<file path="src/rtl/pwd_pkg.sv">
package pwd_pkg;
  localparam int WORD_W  = 24;
  localparam int FB_W    = 13;
  localparam int REF_W   = 14;
  localparam int FB_LSB  = 8;
  localparam int GAIN_B  = 21;
  localparam int REF_LSB = 2;
  localparam int AB_LSB  = 16;
  localparam int LDP_B   = 18;
  localparam int TM_B    = 19;
  localparam int BS_LSB  = 20;
  localparam int FB_MIN  = 3;
  localparam int BDIV_W  = 4;

  localparam logic [1:0] SEL_FB  = 2'b10;
  localparam logic [1:0] SEL_REF = 2'b01;

  typedef struct packed {
    logic [FB_W-1:0] div;
    logic            gain;
  } fb_cfg_t;

  typedef struct packed {
    logic [REF_W-1:0] div;
    logic [1:0]       ab;
    logic             ldp;
    logic             tm;
    logic [1:0]       bs;
  } ref_cfg_t;

  function automatic logic [BDIV_W-1:0] band_divisor(input logic [1:0] code);
    return BDIV_W'(1) << code;
  endfunction
endpackage

</file>
<file path="src/rtl/pwd_serial_in.sv">
module pwd_serial_in #(
  parameter int SYNC_STAGES = 2,
  parameter int WORD_W      = 24
) (
  input  logic              clk,
  input  logic              rst_n,
  input  logic              ser_clk,
  input  logic              ser_data,
  input  logic              ser_le,
  output logic [WORD_W-1:0] word,
  output logic              load_stb
);
  localparam int LANES = 3;

  logic [SYNC_STAGES-1:0][LANES-1:0] pipe;
  logic [LANES-1:0] synced;
  logic sclk_d, le_d;
  logic sclk_rise;

  generate
    if (SYNC_STAGES == 1) begin : g_one
      always_ff @(posedge clk) begin
        if (!rst_n) pipe <= '0;
        else        pipe <= {ser_clk, ser_data, ser_le};
      end
    end else begin : g_chain
      always_ff @(posedge clk) begin
        if (!rst_n) pipe <= '0;
        else        pipe <= {pipe[SYNC_STAGES-2:0], {ser_clk, ser_data, ser_le}};
      end
    end
  endgenerate

  assign synced    = pipe[SYNC_STAGES-1];
  assign sclk_rise = synced[2] & ~sclk_d;
  assign load_stb  = synced[0] & ~le_d;

  always_ff @(posedge clk) begin
    if (!rst_n) begin
      sclk_d <= 1'b0;
      le_d   <= 1'b0;
      word   <= '0;
    end else begin
      sclk_d <= synced[2];
      le_d   <= synced[0];
      if (sclk_rise) word <= {word[WORD_W-2:0], synced[1]};
    end
  end
endmodule

</file>
<file path="src/rtl/pwd_latch_bank.sv">
module pwd_latch_bank
  import pwd_pkg::*;
#(
  parameter logic [FB_W-1:0]  FB_RST  = FB_W'(3),
  parameter logic [REF_W-1:0] REF_RST = REF_W'(1)
) (
  input  logic              clk,
  input  logic              rst_n,
  input  logic [WORD_W-1:0] word,
  input  logic              load_stb,
  output fb_cfg_t           fb_cfg,
  output ref_cfg_t          ref_cfg,
  output logic              fb_err,
  output logic              ref_err,
  output logic              restart
);
  fb_cfg_t  fb_new;
  ref_cfg_t ref_new;
  logic     is_fb, is_ref, fb_ok, ref_ok;

  always_comb begin
    fb_new.div  = word[FB_LSB +: FB_W];
    fb_new.gain = word[GAIN_B];
    ref_new.div = word[REF_LSB +: REF_W];
    ref_new.ab  = word[AB_LSB +: 2];
    ref_new.ldp = word[LDP_B];
    ref_new.tm  = word[TM_B];
    ref_new.bs  = word[BS_LSB +: 2];
    is_fb  = load_stb && (word[1:0] == SEL_FB);
    is_ref = load_stb && (word[1:0] == SEL_REF);
    fb_ok  = fb_new.div >= FB_W'(FB_MIN);
    ref_ok = ref_new.div != '0;
  end

  always_ff @(posedge clk) begin
    if (!rst_n) begin
      fb_cfg  <= '{div: FB_RST, gain: 1'b0};
      ref_cfg <= '{div: REF_RST, ab: 2'b00, ldp: 1'b0, tm: 1'b0, bs: 2'b00};
      fb_err  <= 1'b0;
      ref_err <= 1'b0;
      restart <= 1'b0;
    end else begin
      restart <= 1'b0;
      if (is_fb) begin
        fb_err <= !fb_ok;
        if (fb_ok) fb_cfg <= fb_new;
      end
      if (is_ref) begin
        ref_err <= !ref_ok;
        if (ref_ok) begin
          ref_cfg <= ref_new;
          restart <= 1'b1;
        end
      end
    end
  end
endmodule

</file>
<file path="src/rtl/pwd_tick_div.sv">
module pwd_tick_div #(
  parameter int W = 14
) (
  input  logic         clk,
  input  logic         rst_n,
  input  logic         restart,
  input  logic         tick,
  input  logic [W-1:0] divisor,
  output logic         pulse
);
  logic [W-1:0] cnt;
  logic [W:0]   next_cnt;

  assign next_cnt = {1'b0, cnt} + (W+1)'(1);

  always_ff @(posedge clk) begin
    if (!rst_n || restart) begin
      cnt   <= '0;
      pulse <= 1'b0;
    end else begin
      pulse <= 1'b0;
      if (tick) begin
        if (next_cnt >= {1'b0, divisor}) begin
          cnt   <= '0;
          pulse <= 1'b1;
        end else begin
          cnt <= next_cnt[W-1:0];
        end
      end
    end
  end
endmodule

</file>
<file path="src/rtl/pll_word_decoder.sv">
module pll_word_decoder
  import pwd_pkg::*;
#(
  parameter int SYNC_STAGES = 2
) (
  input  logic             clk,
  input  logic             rst_n,
  input  logic             ser_clk,
  input  logic             ser_data,
  input  logic             ser_le,
  input  logic             ref_tick,
  output logic [FB_W-1:0]  fb_div,
  output logic             cp_gain,
  output logic [REF_W-1:0] ref_div,
  output logic [1:0]       ab_code,
  output logic             ld_prec,
  output logic             test_mode,
  output logic [1:0]       bsel_code,
  output logic             fb_err,
  output logic             ref_err,
  output logic             ref_pulse,
  output logic             bsel_pulse
);
  logic [WORD_W-1:0] word;
  logic              load_stb;
  logic              restart;
  fb_cfg_t           fb_cfg;
  ref_cfg_t          ref_cfg;

  pwd_serial_in #(.SYNC_STAGES(SYNC_STAGES), .WORD_W(WORD_W)) u_rx (
    .clk(clk), .rst_n(rst_n), .ser_clk(ser_clk), .ser_data(ser_data),
    .ser_le(ser_le), .word(word), .load_stb(load_stb)
  );

  pwd_latch_bank u_bank (
    .clk(clk), .rst_n(rst_n), .word(word), .load_stb(load_stb),
    .fb_cfg(fb_cfg), .ref_cfg(ref_cfg), .fb_err(fb_err),
    .ref_err(ref_err), .restart(restart)
  );

  pwd_tick_div #(.W(REF_W)) u_refdiv (
    .clk(clk), .rst_n(rst_n), .restart(restart), .tick(ref_tick),
    .divisor(ref_cfg.div), .pulse(ref_pulse)
  );

  pwd_tick_div #(.W(BDIV_W)) u_bseldiv (
    .clk(clk), .rst_n(rst_n), .restart(restart), .tick(ref_pulse),
    .divisor(band_divisor(ref_cfg.bs)), .pulse(bsel_pulse)
  );

  assign fb_div    = fb_cfg.div;
  assign cp_gain   = fb_cfg.gain;
  assign ref_div   = ref_cfg.div;
  assign ab_code   = ref_cfg.ab;
  assign ld_prec   = ref_cfg.ldp;
  assign test_mode = ref_cfg.tm;
  assign bsel_code = ref_cfg.bs;
endmodule

</file>
<file path="config.mk">
export PLATFORM = sky130hd
export DESIGN_NAME = pll_word_decoder
export DESIGN_NICKNAME = d
export VERILOG_FILES = /design/src/rtl/pwd_pkg.sv /design/src/rtl/pwd_serial_in.sv /design/src/rtl/pwd_latch_bank.sv /design/src/rtl/pwd_tick_div.sv /design/src/rtl/pll_word_decoder.sv
export SDC_FILE = /design/constraint.sdc
export NUM_CORES = 1
export LEC_CHECK = 0
export ABC_AREA = 1
export BUFFER_PORTS_ARGS = -buffer_cell sky130_fd_sc_hd__buf_4
export CAP_MARGIN = 40
export CORE_MARGIN = 3
export CORE_UTILIZATION = 60
export DETAILED_ROUTE_END_ITERATION = 6
export GPL_ROUTABILITY_DRIVEN = 0
export MAX_ROUTING_LAYER = met4
export PLACE_DENSITY = 0.92
export REMOVE_ABC_BUFFERS = 1
export SYNTH_ARGS = -nofsm -noshare
export SYNTH_HDL_FRONTEND = slang
export SYNTH_SLANG_ARGS = --single-unit
</file>
<file path="constraint.sdc">
create_clock -name clk -period 3.35 [get_ports clk]
set_input_delay 0.67 -clock clk [delete_from_list [all_inputs] [get_ports clk]]
set_output_delay 0.67 -clock clk [all_outputs]
set_load 0.05 [all_outputs]
</file>
==> results of run 1 <==
## sequential cells by signal, indices dropped and copies added, names as in the netlist, 3 cells and up
name,count
u_bseldiv.cnt,4
u_bank.ref_cfg,20
u_rx.synced,3
u_bank.fb_cfg,14
u_refdiv.cnt,14
u_rx.pipe,3
u_rx.word,22
## how the worst min path moves through the flow
stage                            start              to  slack, ns  cells past startpoint
after floorplan           u_rx.pipe[0]  u_rx.synced[0]       0.39                      2
after global placement    u_rx.pipe[0]  u_rx.synced[0]       0.39                      2
after detailed placement  u_rx.pipe[2]  u_rx.synced[2]       0.41                      2
after CTS                 u_rx.pipe[1]  u_rx.synced[1]       0.43                      2
after global routing      u_rx.pipe[0]  u_rx.synced[0]       0.45                      2
final                     u_rx.pipe[2]  u_rx.synced[2]       0.42                      2
## synthesized netlist by cell type
library cell,n,area [µm²]
sky130_fd_sc_hd__a21oi_1,15,75.07
sky130_fd_sc_hd__and2_1,2,12.51
sky130_fd_sc_hd__buf_2,6,30.03
sky130_fd_sc_hd__buf_8,1,15.01
sky130_fd_sc_hd__clkbuf_1,11,41.29
sky130_fd_sc_hd__dfxtp_1,87,1742
sky130_fd_sc_hd__ha_1,20,250.2
sky130_fd_sc_hd__inv_1,60,225.2
sky130_fd_sc_hd__inv_2,3,11.26
sky130_fd_sc_hd__mux2i_1,4,40.04
sky130_fd_sc_hd__nand2_1,95,356.6
sky130_fd_sc_hd__nand2_2,7,43.79
sky130_fd_sc_hd__nand2_4,1,11.26
sky130_fd_sc_hd__nand3_1,21,105.1
sky130_fd_sc_hd__nand3_2,1,10.01
sky130_fd_sc_hd__nand3b_1,2,15.01
sky130_fd_sc_hd__nand4_1,8,50.05
sky130_fd_sc_hd__nor2_1,85,319.1
sky130_fd_sc_hd__nor2_2,6,37.54
sky130_fd_sc_hd__nor2_4,8,90.09
sky130_fd_sc_hd__nor3_1,8,40.04
sky130_fd_sc_hd__nor3_2,2,20.02
sky130_fd_sc_hd__nor4_1,2,12.51
sky130_fd_sc_hd__o211ai_1,2,15.01
sky130_fd_sc_hd__o21a_1,1,7.510
sky130_fd_sc_hd__o21ai_0,48,240.2
sky130_fd_sc_hd__o21ai_1,11,55.05
sky130_fd_sc_hd__o21bai_1,1,7.510
sky130_fd_sc_hd__or2_2,1,6.260
sky130_fd_sc_hd__xnor2_1,3,26.28
sky130_fd_sc_hd__xor2_1,6,52.55
## layout make-up
type	instances	area (µm²)	area share [%]
clock buffers	10	137.6	3.067
repair buffers	45	337.8	7.527
multi-input cells	360	1899	42.32
clock inverters	5	41.29	0.9200
well taps	75	93.84	2.091
inverters	63	236.5	5.269
flip-flops and latches	87	1742	38.81
## per-stage QoR
step	power [mW]	worst slack [ns]
after floorplan	1.279	1.124
after global placement	1.331	0.9962
after detailed placement	1.342	0.8418
after CTS	1.994	0.7986
after global routing	2.078	0.4895
final	1.990	0.8065
## kinds of logic (layout without fill, tap and decap cells)
family / Yosys count / after routing / share of synthesized area, %
AOI/OAI and AO/OA: 78 / 78 / 10.10
DFF: 87 / 87 / 43.94
and+or+nand+nor: 249 / 249 / 28.50
xor gates and xnor gates: 9 / 9 / 1.989
adders and majority gates: 20 / 20 / 6.313
buffers and inverters: 81 / 123 / 8.144
muxes: 4 / 4 / 1.010
## layout by cell type (no fill, tap or decap), types with 3 or more instances in the layout
cell type                  netlist  final
sky130_fd_sc_hd__nor2_2          6      6
sky130_fd_sc_hd__nand4_1         8      8
sky130_fd_sc_hd__inv_1          60     60
sky130_fd_sc_hd__xor2_1          6      6
sky130_fd_sc_hd__nor2_1         85     85
sky130_fd_sc_hd__xnor2_1         3      3
sky130_fd_sc_hd__buf_4           0     45
sky130_fd_sc_hd__nand3_1        21     21
sky130_fd_sc_hd__o21ai_1        11     11
sky130_fd_sc_hd__nor3_1          8      8
sky130_fd_sc_hd__dfxtp_1        87     87
sky130_fd_sc_hd__inv_2           3      3
sky130_fd_sc_hd__o21ai_0        48     48
sky130_fd_sc_hd__clkbuf_8        0     10
sky130_fd_sc_hd__nand2_2         7      7
sky130_fd_sc_hd__a21oi_1        15     15
sky130_fd_sc_hd__nand2_1        95     95
sky130_fd_sc_hd__mux2i_1         4      4
sky130_fd_sc_hd__nor2_4          8      8
sky130_fd_sc_hd__ha_1           20     20
## report_power, final
part | leakage [nW] | internal, mW | switching (mW)
clock | 0.0854 | 0.292 | 0.374
sequential | 0.706 | 1.06 | 0.0289
combinational | 1.33 | 0.0779 | 0.153
## worst min-delay path, cell delays in order (launching register included)
cell,delay [ns]
sky130_fd_sc_hd__dfxtp_1,0.32
sky130_fd_sc_hd__nand2_1,0.05
sky130_fd_sc_hd__inv_1,0.04
## layer usage
| metal | vias up | part of all wire (%) |
|---|---|---|
| met5 | - | 0 |
| li1 | 1756 | - |
| met3 | 23 | 5.9 |
| met4 | 0 | 2.8 |
| met2 | 142 | 49 |
| met1 | 1652 | 42 |
==> results, run 1 <==
- Once placement finished, the instance area stood at between 0.004 and 0.005 mm².
- Between clock sinks in the finished design, the worst skew comes to 0.01565 ns.
- The areal power density over the cells is roughly 440 mW/mm².
- The overall global routing resource usage is 24.46%.
- In this run the post-CTS setup repair buffer count came out at 0.
- The critical register-to-register path startpoint is u_refdiv.cnt[0].
- 44 I/O pins were placed.
- The critical path ends at u_refdiv.cnt[2].
- For this design, the sink count on the clock tree is 87.
- The global-route wire length before repair is 14.37 mm.
- Derived from the worst setup path, the maximum achievable clock frequency is between 0.3 and 0.4 GHz.
- The run finished with clean final reports.
- At the end of the flow, the number of nets in the layout was just under 600.
- The met3 capacity usage during global routing is 3.974%.
- The die span in y is 87.28 µm.
- The leakage power summed over all cells is 2.118 nW.
- Clock tree synthesis selected as its root buffer the cell sky130_fd_sc_hd__clkbuf_8.
- The final hold slack is 0.4209 ns.
- The number of vias per cell is 5.540.
- The total setup violations reported at the end of the flow is 0.
- Setup repair after global routing left no endpoint under its margin.
- The count of distinct cell types in the synthesized netlist is 31.
- The highest cell delay on the worst timing path is 0.41 ns.
- Excluding fillers, the count of instances in the completed layout stands at 645.
- The floorplan die area is 0.007618 mm².
- The sort of element at the end of the critical path is a register.
- The end of the worst register-to-register path is u_refdiv.cnt[2].
- Across the run, the number of max-cap violations was 0.
- In the global route stage, met2 resource usage came out at around 40%.
- Counting stages on the worst path, the most repeated cell is sky130_fd_sc_hd__nand2_1.
- The cell area that synthesis handed to floorplanning was 0.003964 mm².
- For this run, the detailed router's first-pass iteration total came to 6.
- The antenna violation net count after detailed routing is 0.
- The starting density of the core is 64.29%.
- The source-to-sink clock delay at the later pin of the worst-skew pair is 0.36 ns.
- The number of clock buffers added by TritonCTS is 9.
- The data arrival time at the worst-slack endpoint is 2.79 ns.
- The flop and latch count out of synthesis is a little under 90.
- The number of hold buffers added after CTS was 0.
- Detailed routing inserted a total of 3573 vias.
- Traced cell by cell, the critical path runs through ha_1 -> nand2_2 -> nor2_4 -> nand2_2 -> inv_1 -> nand2_1 -> nand2_1 -> nand2_1 -> ha_1 -> nand2_1 -> nor2_1 -> nand3b_1 -> nand2_1 -> nand2_1 -> nand3_2 -> nand2_2 -> nand2_4 -> nor2_1.
- The worst path uses roughly three quarters of the clock period.
- After detailed routing, the number of remaining DRC violations is 0.
- After technology mapping, the gate count stands at 528.
- The maximum level of the CTS H-tree is 3.
- For this run, the register share of the synthesized area comes to 43.94%.
- In this run the tightest slew margin relative to its limit is 57.98%.
- The final standard cell area without fillers is 0.004488 mm².
- The cell count after placement is 630.
- Data on the critical path is required at its endpoint by 3.59 ns.
- The count of buffers added on input and output ports is 43.
- The slowest cell on the critical path is sky130_fd_sc_hd__dfxtp_1.
- Counting cells, the worst reg-to-reg path comes to 18.
- The floorplan step set the die width to 87.28 µm.
- In the final routed layout, each cell accounts on average for 13.12 µm.
- The post-CTS resize count is 0.
- The floorplan core area is about 0.0062 mm².
- The clock passes through at most 2 buffers.
- The buffers plus inverters on the worst setup path is 1.
- The total detailed-routing wirelength is about 8.5 mm.
- Measured on the finished design, the core utilization comes to 72.79%.
- Setup slack on the worst reg-to-reg path comes out at about 0.8 ns.
- The initial antenna violation count is 0.
- The pin count of the biggest net entering global routing is 53.
- The violation count after the first detailed-routing iteration is between 200 and 250.
- The area growth from synthesis to layout is 13.23%.
- The floorplan has 28 rows.
- The half-perimeter wire length of the detailed placement result is 6.030 mm.
- The sort of element at the start of the critical path is a register.
- By startpoint and endpoint, the worst setup path is classified as reg -> reg.
- The layout has ~460 filler cells.
- The tightest min-delay check is of the reg -> reg type.
- The count of endpoints failing hold in the final timing report came to 0.
- In this run the worst setup path begins at u_refdiv.cnt[0].
- The critical path crosses 18 cells after its start point.
- Summed over all failing endpoints, the final setup total negative slack is 0 ns.
- After clock tree synthesis, the clock-pin slew on the worst setup and hold paths is 0.09 ns.
- The number of global-route vias before repair is 3342.
- Of the cells placed in the final design, the portion with a size suffix greater than 1 is roughly 16%.
- The average cell area after synthesis is 7.507 µm².
- The number of pins exceeding their max-slew limit in the final report is 0.
- The global routing usage on met1 is 28.50%.
- In this run the most used layer during global routing was met2.
- Of all nets on the critical path, the largest fanout is 14.
- The number of warnings reported in the yosys synthesis log is 0.
- The final period demand of the worst path is 2.543 ns.
- In this design, the largest share of critical-path delay is due to simple AND/OR/NAND/NOR gates.
- At the pin with the least slew margin, the transition time is 0.6297 ns.
- The worst vdd rail ir drop is 348.0 µV.
- TritonCTS built the clock tree.
- 0 antenna diodes ended up in the layout.
- The total overflow left after global routing is 0.
No activity file was read; power rests on OpenSTA's default activity.
==> run 2: changes to the inputs <==
Settings changed: CORE_UTILIZATION 60 to 52, PLACE_DENSITY 0.92 to 0.86.
Clock period 3.35 ns to 2.1 ns, I/O delays scaled along.
==> results, run 2 (synthesis gave the netlist of run 1 again) <==
- The flow ran to the end, but the final reports show violations.
- The checks that failed: setup timing.
- The sequential share of power is 51.4% (-3.5 points).
- The half-perimeter wire length of the detailed placement result was 6.330 mm (+5.0%).
- The most critical setup path has its startpoint at u_refdiv.cnt[1].
- Walking the worst path, the cells encountered are ha_4 -> nand2_4 -> nor2_4 -> nand2_4 -> inv_4 -> nand2_4 -> o21ai_1 -> nand2_1 -> ha_4 -> a21oi_2 -> o21bai_1 -> nor2_1 -> nand3_2 -> nand2_2 -> nand2_4 -> clkbuf_16 -> nor2_4.
- The clock transition at the registers of the reported paths was 0.09 ns (about the same).
- The final hold slack is 0.2271 ns (-0.1938 ns).
- The number of vias per cell was 5.126 (-7.5%).
- The final period demand of the worst path came to 2.355 ns (-0.1881 ns).
- The largest registers in the layout are u_rx.word (22), u_bank.ref_cfg (20).
- The pin count of the biggest net entering global routing is 52 (-1.9%).
- The final worst-path cycle share is 112.2% (+36 points).
- The antenna diode count is 0 (unchanged).
- The critical path endpoint is u_refdiv.cnt[6].
- The cell row count is 31 (+11%).
- The residual DRC count was 0 (unchanged).
- The initial antenna violation count was 0 (unchanged).
- The final non-filler cell total is 700 (+8.5%).
- The via total after detailed routing is 3588 (+0.42%).
- The maximum clock path buffer count is 2 (unchanged).
- The number of pins exceeding their max-slew limit in the final report is 0 (unchanged).
- The final clock skew is 0.01166 ns (-0.003988 ns).
- The source-to-sink clock delay at the later pin of the worst-skew pair is 0.37 ns (about the same).
- The end of the worst register-to-register path is u_refdiv.cnt[6].
- The number of global-route vias before repair is 3353 (+0.33%).
- The total detailed-routing wirelength is 9.222 mm (+9.0%).
- Setup repair after global routing could not meet its margin everywhere.
- The number of max-cap violations is 0 (unchanged).
- The starting density of the core is 54.07% (-10 points).
- The violation count after the first detailed-routing iteration is 298 (+29%).
- The data required time of the worst path is 2.41 ns (-1.18 ns).
- The worst vdd rail ir drop is 478.8 µV (+38%).
- The clock tree from TritonCTS is done.
- The switching power of the nets came to 0.9447 mW (+70%).
- The most repeated library cell on the critical path is sky130_fd_sc_hd__nand2_4.
- The top fanout value on the critical path is 5 (-9).
- The buffer type at the clock tree root is sky130_fd_sc_hd__clkbuf_8.
- The highest clock frequency the design can meet came to 0.4246 GHz (+8.0%).
- The combinational group share of total power is 13.5% (+1.9 points).
- The leakage power summed over all cells is 2.375 nW (+12%).
- The register with the most flip-flops in the final layout is u_rx.word.
- The logic depth of the worst setup path including buffers came to 17 (-1).
- The width of the die is 93.31 µm (+6.9%).
- The slowest stage of the critical path is the sky130_fd_sc_hd__dfxtp_4 cell.
- The buffers plus inverters on the worst setup path is 2 (+1).
- The worst-case register-to-register setup slack came to -0.26 ns (-1.06 ns).
- The number of buffers inserted by port buffering came to 43 (unchanged).
- The fraction of power spent switching nets is 27.81% (-0.12 points).
- The worst setup path is of the reg -> reg kind.
- The tightest min-delay check is of the in -> reg type.
- The count of endpoints failing hold in the final timing report came to 0 (unchanged).
- The fraction of layout instances using a drive strength above 1 is 24.96% (+9.3 points).
- The setup slack of the critical path after layout is -0.2554 ns (-1.062 ns).
- The number of optimization iterations in the first detailed-route pass is 6 (unchanged).
- The sum of overflow across all layers after global routing came to 0 (unchanged).
- The cell count after placement is 679 (+7.8%).
- The floorplan die area is 0.008707 mm² (+14%).
- Broken down by cell family, the worst path's largest delay share belongs to simple AND/OR/NAND/NOR gates.
- The highest cell delay on the worst timing path is 0.38 ns (-0.03 ns).
- The sort of element at the start of the critical path is a register.
- The most frequent standard cell in the layout excluding fill and tap cells is sky130_fd_sc_hd__nand2_1.
- The accumulated negative setup slack is -2.972 ns (-2.972 ns).
- The number of cell instances on the worst register-to-register path is 17 (-1).
- The floorplan core area was 0.007331 mm² (+19%).
- The number of ports placed on the die boundary was 44 (unchanged).
- The flip-flop count of the largest register, all copies and words added is 22 (unchanged).
- The maximum level of the CTS H-tree came to 3 (unchanged).
- The clock network fraction of design power is 35.1% (+1.6 points).
- The overall global routing resource usage is 22.31% (-2.2 points).
- The die span in y came to 93.31 µm (+6.9%).
- The design internal power is 2.452 mW (+71%).
- The global-route wire length before repair is 15.09 mm (+5.0%).
- The measured slew at the worst slew-check pin is 0.6315 ns (+0.001859 ns).
- The total setup violations reported at the end of the flow is 14 (+14).
- The critical register-to-register path startpoint is u_refdiv.cnt[1].
- Relative to the synthesized area, the layout overhead comes to 25.69%.
- The detail-routed net length per standard cell is 13.17 µm (+0.43%).
- STA classifies the critical path endpoint as a register.
- The instance area after placement was 0.004539 mm² (+5.3%).
- The data arrival time at the worst-slack endpoint is 2.66 ns (-0.13 ns).
- The number of sinks handled by clock tree synthesis is 87 (unchanged).
- The number of buffers created by CTS is 9 (unchanged).
- The top cell types in the final layout, fill and taps aside, are sky130_fd_sc_hd__nand2_1 (88), sky130_fd_sc_hd__dfxtp_1 (83), sky130_fd_sc_hd__nor2_1 (78), sky130_fd_sc_hd__buf_4 (71), sky130_fd_sc_hd__inv_1 (58).
- The final standard cell area without fillers was 0.004982 mm² (+11%).
- The antenna violation net count after detailed routing is 0 (unchanged).
- The hold buffer count at CTS was 0 (unchanged).
- The areal power density over the cells is 681.7 mW/mm² (+54%).
- The total number of nets in the final design is 622 (+5.1%).
- The headroom to the max-slew limit came to 57.85% (-0.12 points).
==> run 2: cell count changes in the layout (fill, tap and decap cells not counted), sizes merged <==
cell / before / now
clkinvlp: 2 / 1
inv: 65 / 66
buf: 45 / 74
clkbuf: 10 / 11
bufinv: 0 / 1
==> run 2: cell type report <==
type	count	area (µm²)
well taps	99	123.9
fillers	556	2349
clock buffers	10	127.6
multi-input cells	360	2064
inverters	63	239.0
repair buffers	75	600.6
flip-flops and latches	87	1752
clock inverters	6	75.07
==> run 2: worst register-to-register path: cells and delay by family (launching register included) <==
family	cells	cell delay [ns]
and+or+nand+nor	10	0.93
adders and majority gates	2	0.40
DFF	1	0.38
buffers and inverters	2	0.28
AOI/OAI and AO/OA	3	0.31
==> run 2: timing repair <==
action,CTS,global route
gates resized for setup,23,21
buffers inserted,1,3
setup endpoints to repair,15,16
gates cloned,0,1
pin swaps,5,11
==> run 2: worst min-delay path by stage <==
stage,startpoint,endpoint,slack [ns],depth (start not counted)
final,ser_data,u_rx.pipe[1],0.23,3
after global routing,ser_data,u_rx.pipe[1],0.24,3
after CTS,ser_data,u_rx.pipe[1],0.22,3
after detailed placement,u_rx.pipe[1],u_rx.synced[1],0.41,2
after global placement,u_rx.pipe[0],u_rx.synced[0],0.39,2
after floorplan,u_rx.pipe[0],u_rx.synced[0],0.39,2
==> run 2: power by group through the flow <==
stage,clock network (mW),registers (mW),logic [mW]
after floorplan,0,1.80,0.245
after global placement,0,1.77,0.387
after detailed placement,0,1.78,0.402
after CTS,1.21,1.74,0.421
after global routing,1.30,1.75,0.513
final,1.19,1.74,0.460
==> run 2: through the flow <==
step	setup WS [ns]	util [%]	power [mW]
floorplan	-0.1262	-	2.041
global placement	-0.1195	61.82	2.161
detailed placement	-0.2730	61.92	2.180
CTS	-0.1542	66.17	3.378
global route	-0.4098	67.96	3.566
finish	-0.2554	67.96	3.397
==> run 2: metal layers <==
| layer | vias up | GRT usage, % | wire (µm) |
|---|---|---|---|
| met5 | - | - | 0 |
| met4 | 0 | 9.158 | 248 |
| met3 | 27 | 4.023 | 488 |
| met2 | 111 | 36.27 | 4538 |
| met1 | 1632 | 27.39 | 3946 |
| li1 | 1818 | - | - |
==> run 3: changes to the inputs <==
Settings changed: CORE_UTILIZATION 52 to 53, SYNTH_HIERARCHICAL set to 1.
==> results, run 3 <==
- The headroom to the max-slew limit was 49.04% (-8.8 points).
- The final hold slack is 0.2284 ns (+0.001356 ns).
- The design internal power came to 2.365 mW (-3.6%).
- The worst slack at placement is -0.3718 ns (-0.09886 ns).
- The path with the worst hold slack has its endpoint at u_rx/pipe[1].
- The total detailed-routing wirelength is 10.76 mm (+17%).
- The number of warnings reported in the yosys synthesis log is 6 (+6).
- The cell count after placement is 785 (+16%).
- The antenna violation net count after detailed routing was 0 (unchanged).
- The average cell area after synthesis came to 6.874 µm² (-8.4%).
- The accumulated negative setup slack is -3.991 ns (-1.020 ns).
- The number of ports placed on the die boundary is 44 (unchanged).
- The via total after detailed routing is 4214 (+17%).
- The setup slack of the critical path after layout is -0.2992 ns (-0.04383 ns).
- The width of the die is 97.68 µm (+4.7%).
- The detail-routed net length per standard cell is 13.34 µm (+1.2%).
- The flip-flop count of the largest register, all copies and words added was 22 (unchanged).
- Setup repair after global routing could not meet its margin everywhere.
- The highest clock frequency the design can meet is 0.4168 GHz (-1.8%).
- The number of max-cap violations is 0 (unchanged).
- The floorplan core area is 0.007928 mm² (+8.1%).
- The areal power density over the cells is 638.4 mW/mm² (-6.4%).
- The top fanout value on the critical path came to 7 (+2).
- The number of pins exceeding their max-slew limit in the final report is 0 (unchanged).
- TritonCTS built the clock tree.
- The sort of element at the end of the critical path is a register.
- The final non-filler cell total is 807 (+15%).
- The final standard cell area without fillers is 0.005341 mm² (+7.2%).
- The number of buffers inserted by port buffering is 43 (unchanged).
- The maximum level of the CTS H-tree is 3 (unchanged).
- The flow ran to the end, but the final reports show violations.
- The fraction of layout instances using a drive strength above 1 came to 20.99% (-4.0 points).
- The number of buffers created by CTS is 9 (unchanged).
- The final clock skew is 0.01631 ns (+0.004647 ns).
- The die span in y is 97.68 µm (+4.7%).
- The final period demand of the worst path is 2.399 ns (+0.04383 ns).
- The final worst-path cycle share was 114.2% (+2.1 points).
- The critical register-to-register path startpoint is u_refdiv/cnt[1].
- The residual DRC count was 0 (unchanged).
- The overall global routing resource usage was 22.60% (+0.30 points).
- The number of cell instances on the worst register-to-register path came to 17 (unchanged).
- The buffer type at the clock tree root is sky130_fd_sc_hd__clkbuf_8.
- The violation count after the first detailed-routing iteration was 258 (-13%).
- The pin count of the biggest net entering global routing is 55 (+5.8%).
- The cell row count came to 32 (+3.2%).
- The final reports fail on setup timing.
- The maximum clock path buffer count is 2 (unchanged).
- The leakage power summed over all cells is 2.481 nW (+4.5%).
- The initial antenna violation count is 0 (unchanged).
- The worst vdd rail ir drop is 417.9 µV (-13%).
- The number of vias per cell is 5.222 (+1.9%).
- In this run the worst hold path is classified as in -> reg.
- STA classifies the critical path startpoint as a register.
- The largest registers in the layout are u_rx/word (22), u_bank/ref_cfg (20).
- The antenna diode count came to 0 (unchanged).
- The data required time of the worst path is 2.40 ns (about the same).
- The data arrival time at the worst-slack endpoint is 2.70 ns (+0.04 ns).
- The global-route wire length before repair is 17.72 mm (+17%).
- The number of filler instances in the final layout is 653 (+17%).
- The critical path class is reg -> reg.
- The cell count of the worst hold path came to 3 (unchanged).
- The startpoint of the worst hold path is ser_data.
- The sequential share of power was 51.2% (-0.2 points).
- The switching power of the nets is 1.045 mW (+11%).
- The source-to-sink clock delay at the later pin of the worst-skew pair came to 0.36 ns (about the same).
- The number of instances in the synthesized netlist was 648 (+23%).
- The half-perimeter wire length of the detailed placement result came to 6.990 mm (+10%).
- The starting density of the core came to 56.19% (+2.1 points).
- The end of the worst register-to-register path is u_refdiv/cnt[3].
- The floorplan die area is 0.009540 mm² (+9.6%).
- The hold buffer count at CTS is 0 (unchanged).
- The fraction of power spent switching nets is 30.65% (+2.8 points).
- The sum of overflow across all layers after global routing came to 0 (unchanged).
- The clock network fraction of design power is 33.6% (-1.5 points).
- The total number of nets in the final design came to 726 (+17%).
- The number of global-route vias before repair is 4041 (+21%).
- The count of endpoints failing hold in the final timing report is 0 (unchanged).
- From synthesis to final layout, the design area changed by 19.92%.
- The number of sinks handled by clock tree synthesis was 87 (unchanged).
- The number of optimization iterations in the first detailed-route pass is 5 (-1).
- The clock transition at the registers of the reported paths is 0.10 ns (about the same).
- The top cell types in the final layout, fill and taps aside, are sky130_fd_sc_hd__nand2_1 (137), sky130_fd_sc_hd__inv_1 (104), sky130_fd_sc_hd__nor2_1 (90), sky130_fd_sc_hd__nand3_1 (85), sky130_fd_sc_hd__dfxtp_1 (79).
- The combinational group share of total power is 15.1% (+1.6 points).
- The total setup violations reported at the end of the flow is 15 (+1).
- The total standard cell area after synthesis is 0.004454 mm² (+12%).
- The worst-case register-to-register setup slack was -0.30 ns (-0.04 ns).
- The most frequent standard cell in the layout excluding fill and tap cells is sky130_fd_sc_hd__nand2_1.
- The largest register by flop count is u_rx/word.
- The instance area after placement came to 0.004852 mm² (+6.9%).
- The measured slew at the worst slew-check pin was 0.7615 ns (+0.1300 ns).
## run 3: changes by cell type in the layout (fill, tap and decap cells not counted), moves of 7 or more
cell / before / now
sky130_fd_sc_hd__inv_1: 58 / 104
sky130_fd_sc_hd__nand2_1: 88 / 137
sky130_fd_sc_hd__nand3_1: 19 / 85
sky130_fd_sc_hd__nor2_1: 78 / 90
sky130_fd_sc_hd__nor3_1: 8 / 1
sky130_fd_sc_hd__o21ai_0: 48 / 12
sky130_fd_sc_hd__o21ai_1: 11 / 2
## run 3: cell type report
class                      instances  area [µm²]  area share (%)
multi-input combinational        430        2362           44.23
sequential                        87        1752           32.79
timing repair buffer              67       510.5           9.557
inverter                         105       394.1           7.379
clock buffer                      10       137.6           2.577
tap                              102       127.6           2.389
clock inverter                     6       57.56           1.078
## run 3: timing repair
item | CTS | global route
resized for setup | 20 | 38
buffers inserted | 2 | 3
pin swaps | 8 | 14
setup endpoints to repair | 15 | 15
gates cloned | 1 | 0
## run 3: routing by layer
| layer | GRT usage, % | share of wire (%) |
|---|---|---|
| met2 | 37.90 | 50 |
| met4 | 8.733 | 2.7 |
| met5 | - | 0 |
| met3 | 5.240 | 6.1 |
| met1 | 26.25 | 41 |
## run 3: worst max path at each step
stage	endpoint	startpoint	slack (ns)	cells past startpoint
2_1_floorplan	u_refdiv/cnt[2]	u_refdiv/cnt[0]	-0.17	17
6_report	u_refdiv/cnt[3]	u_refdiv/cnt[1]	-0.30	17
3_3_place_gp	u_refdiv/cnt[4]	u_refdiv/cnt[0]	-0.18	17
5_1_grt	u_refdiv/cnt[3]	u_refdiv/cnt[1]	-0.38	17
4_1_cts	u_refdiv/cnt[4]	u_refdiv/cnt[0]	-0.21	17
3_5_place_dp	u_refdiv/cnt[2]	u_refdiv/cnt[0]	-0.37	16
## run 3: power by group through the flow
stage	Clock (mW)	Sequential [mW]	Combinational, mW
floorplan	0	1.80	0.280
global placement	0	1.77	0.422
detailed placement	0	1.78	0.440
CTS	1.17	1.74	0.476
global route	1.24	1.76	0.568
finish	1.15	1.75	0.516
## run 3: through the flow
| stage | total power, mW | util (%) |
|---|---|---|
| floorplan | 2.075 | - |
| global placement | 2.196 | 61.21 |
| detailed placement | 2.219 | 61.21 |
| CTS | 3.393 | 65.04 |
| global route | 3.563 | 67.38 |
| finish | 3.410 | 67.38 |
## run 3: worst max-delay path, stage by stage (launching register included)
cell and delay (ns):
sky130_fd_sc_hd__dfxtp_2 0.37, sky130_fd_sc_hd__ha_4 0.15, sky130_fd_sc_hd__nand2_4 0.07, sky130_fd_sc_hd__nor2_4 0.11
sky130_fd_sc_hd__nand2_2 0.09, sky130_fd_sc_hd__nor2_1 0.09, sky130_fd_sc_hd__nand2_1 0.07, sky130_fd_sc_hd__and2_4 0.18
sky130_fd_sc_hd__ha_4 0.22, sky130_fd_sc_hd__nand2_1 0.08, sky130_fd_sc_hd__nand2_1 0.07, sky130_fd_sc_hd__a21oi_2 0.11
sky130_fd_sc_hd__nand2_1 0.08, sky130_fd_sc_hd__nor2_2 0.15, sky130_fd_sc_hd__nand2_2 0.09, sky130_fd_sc_hd__nand2_4 0.14
sky130_fd_sc_hd__nand2_8 0.12, sky130_fd_sc_hd__nor2_4 0.13
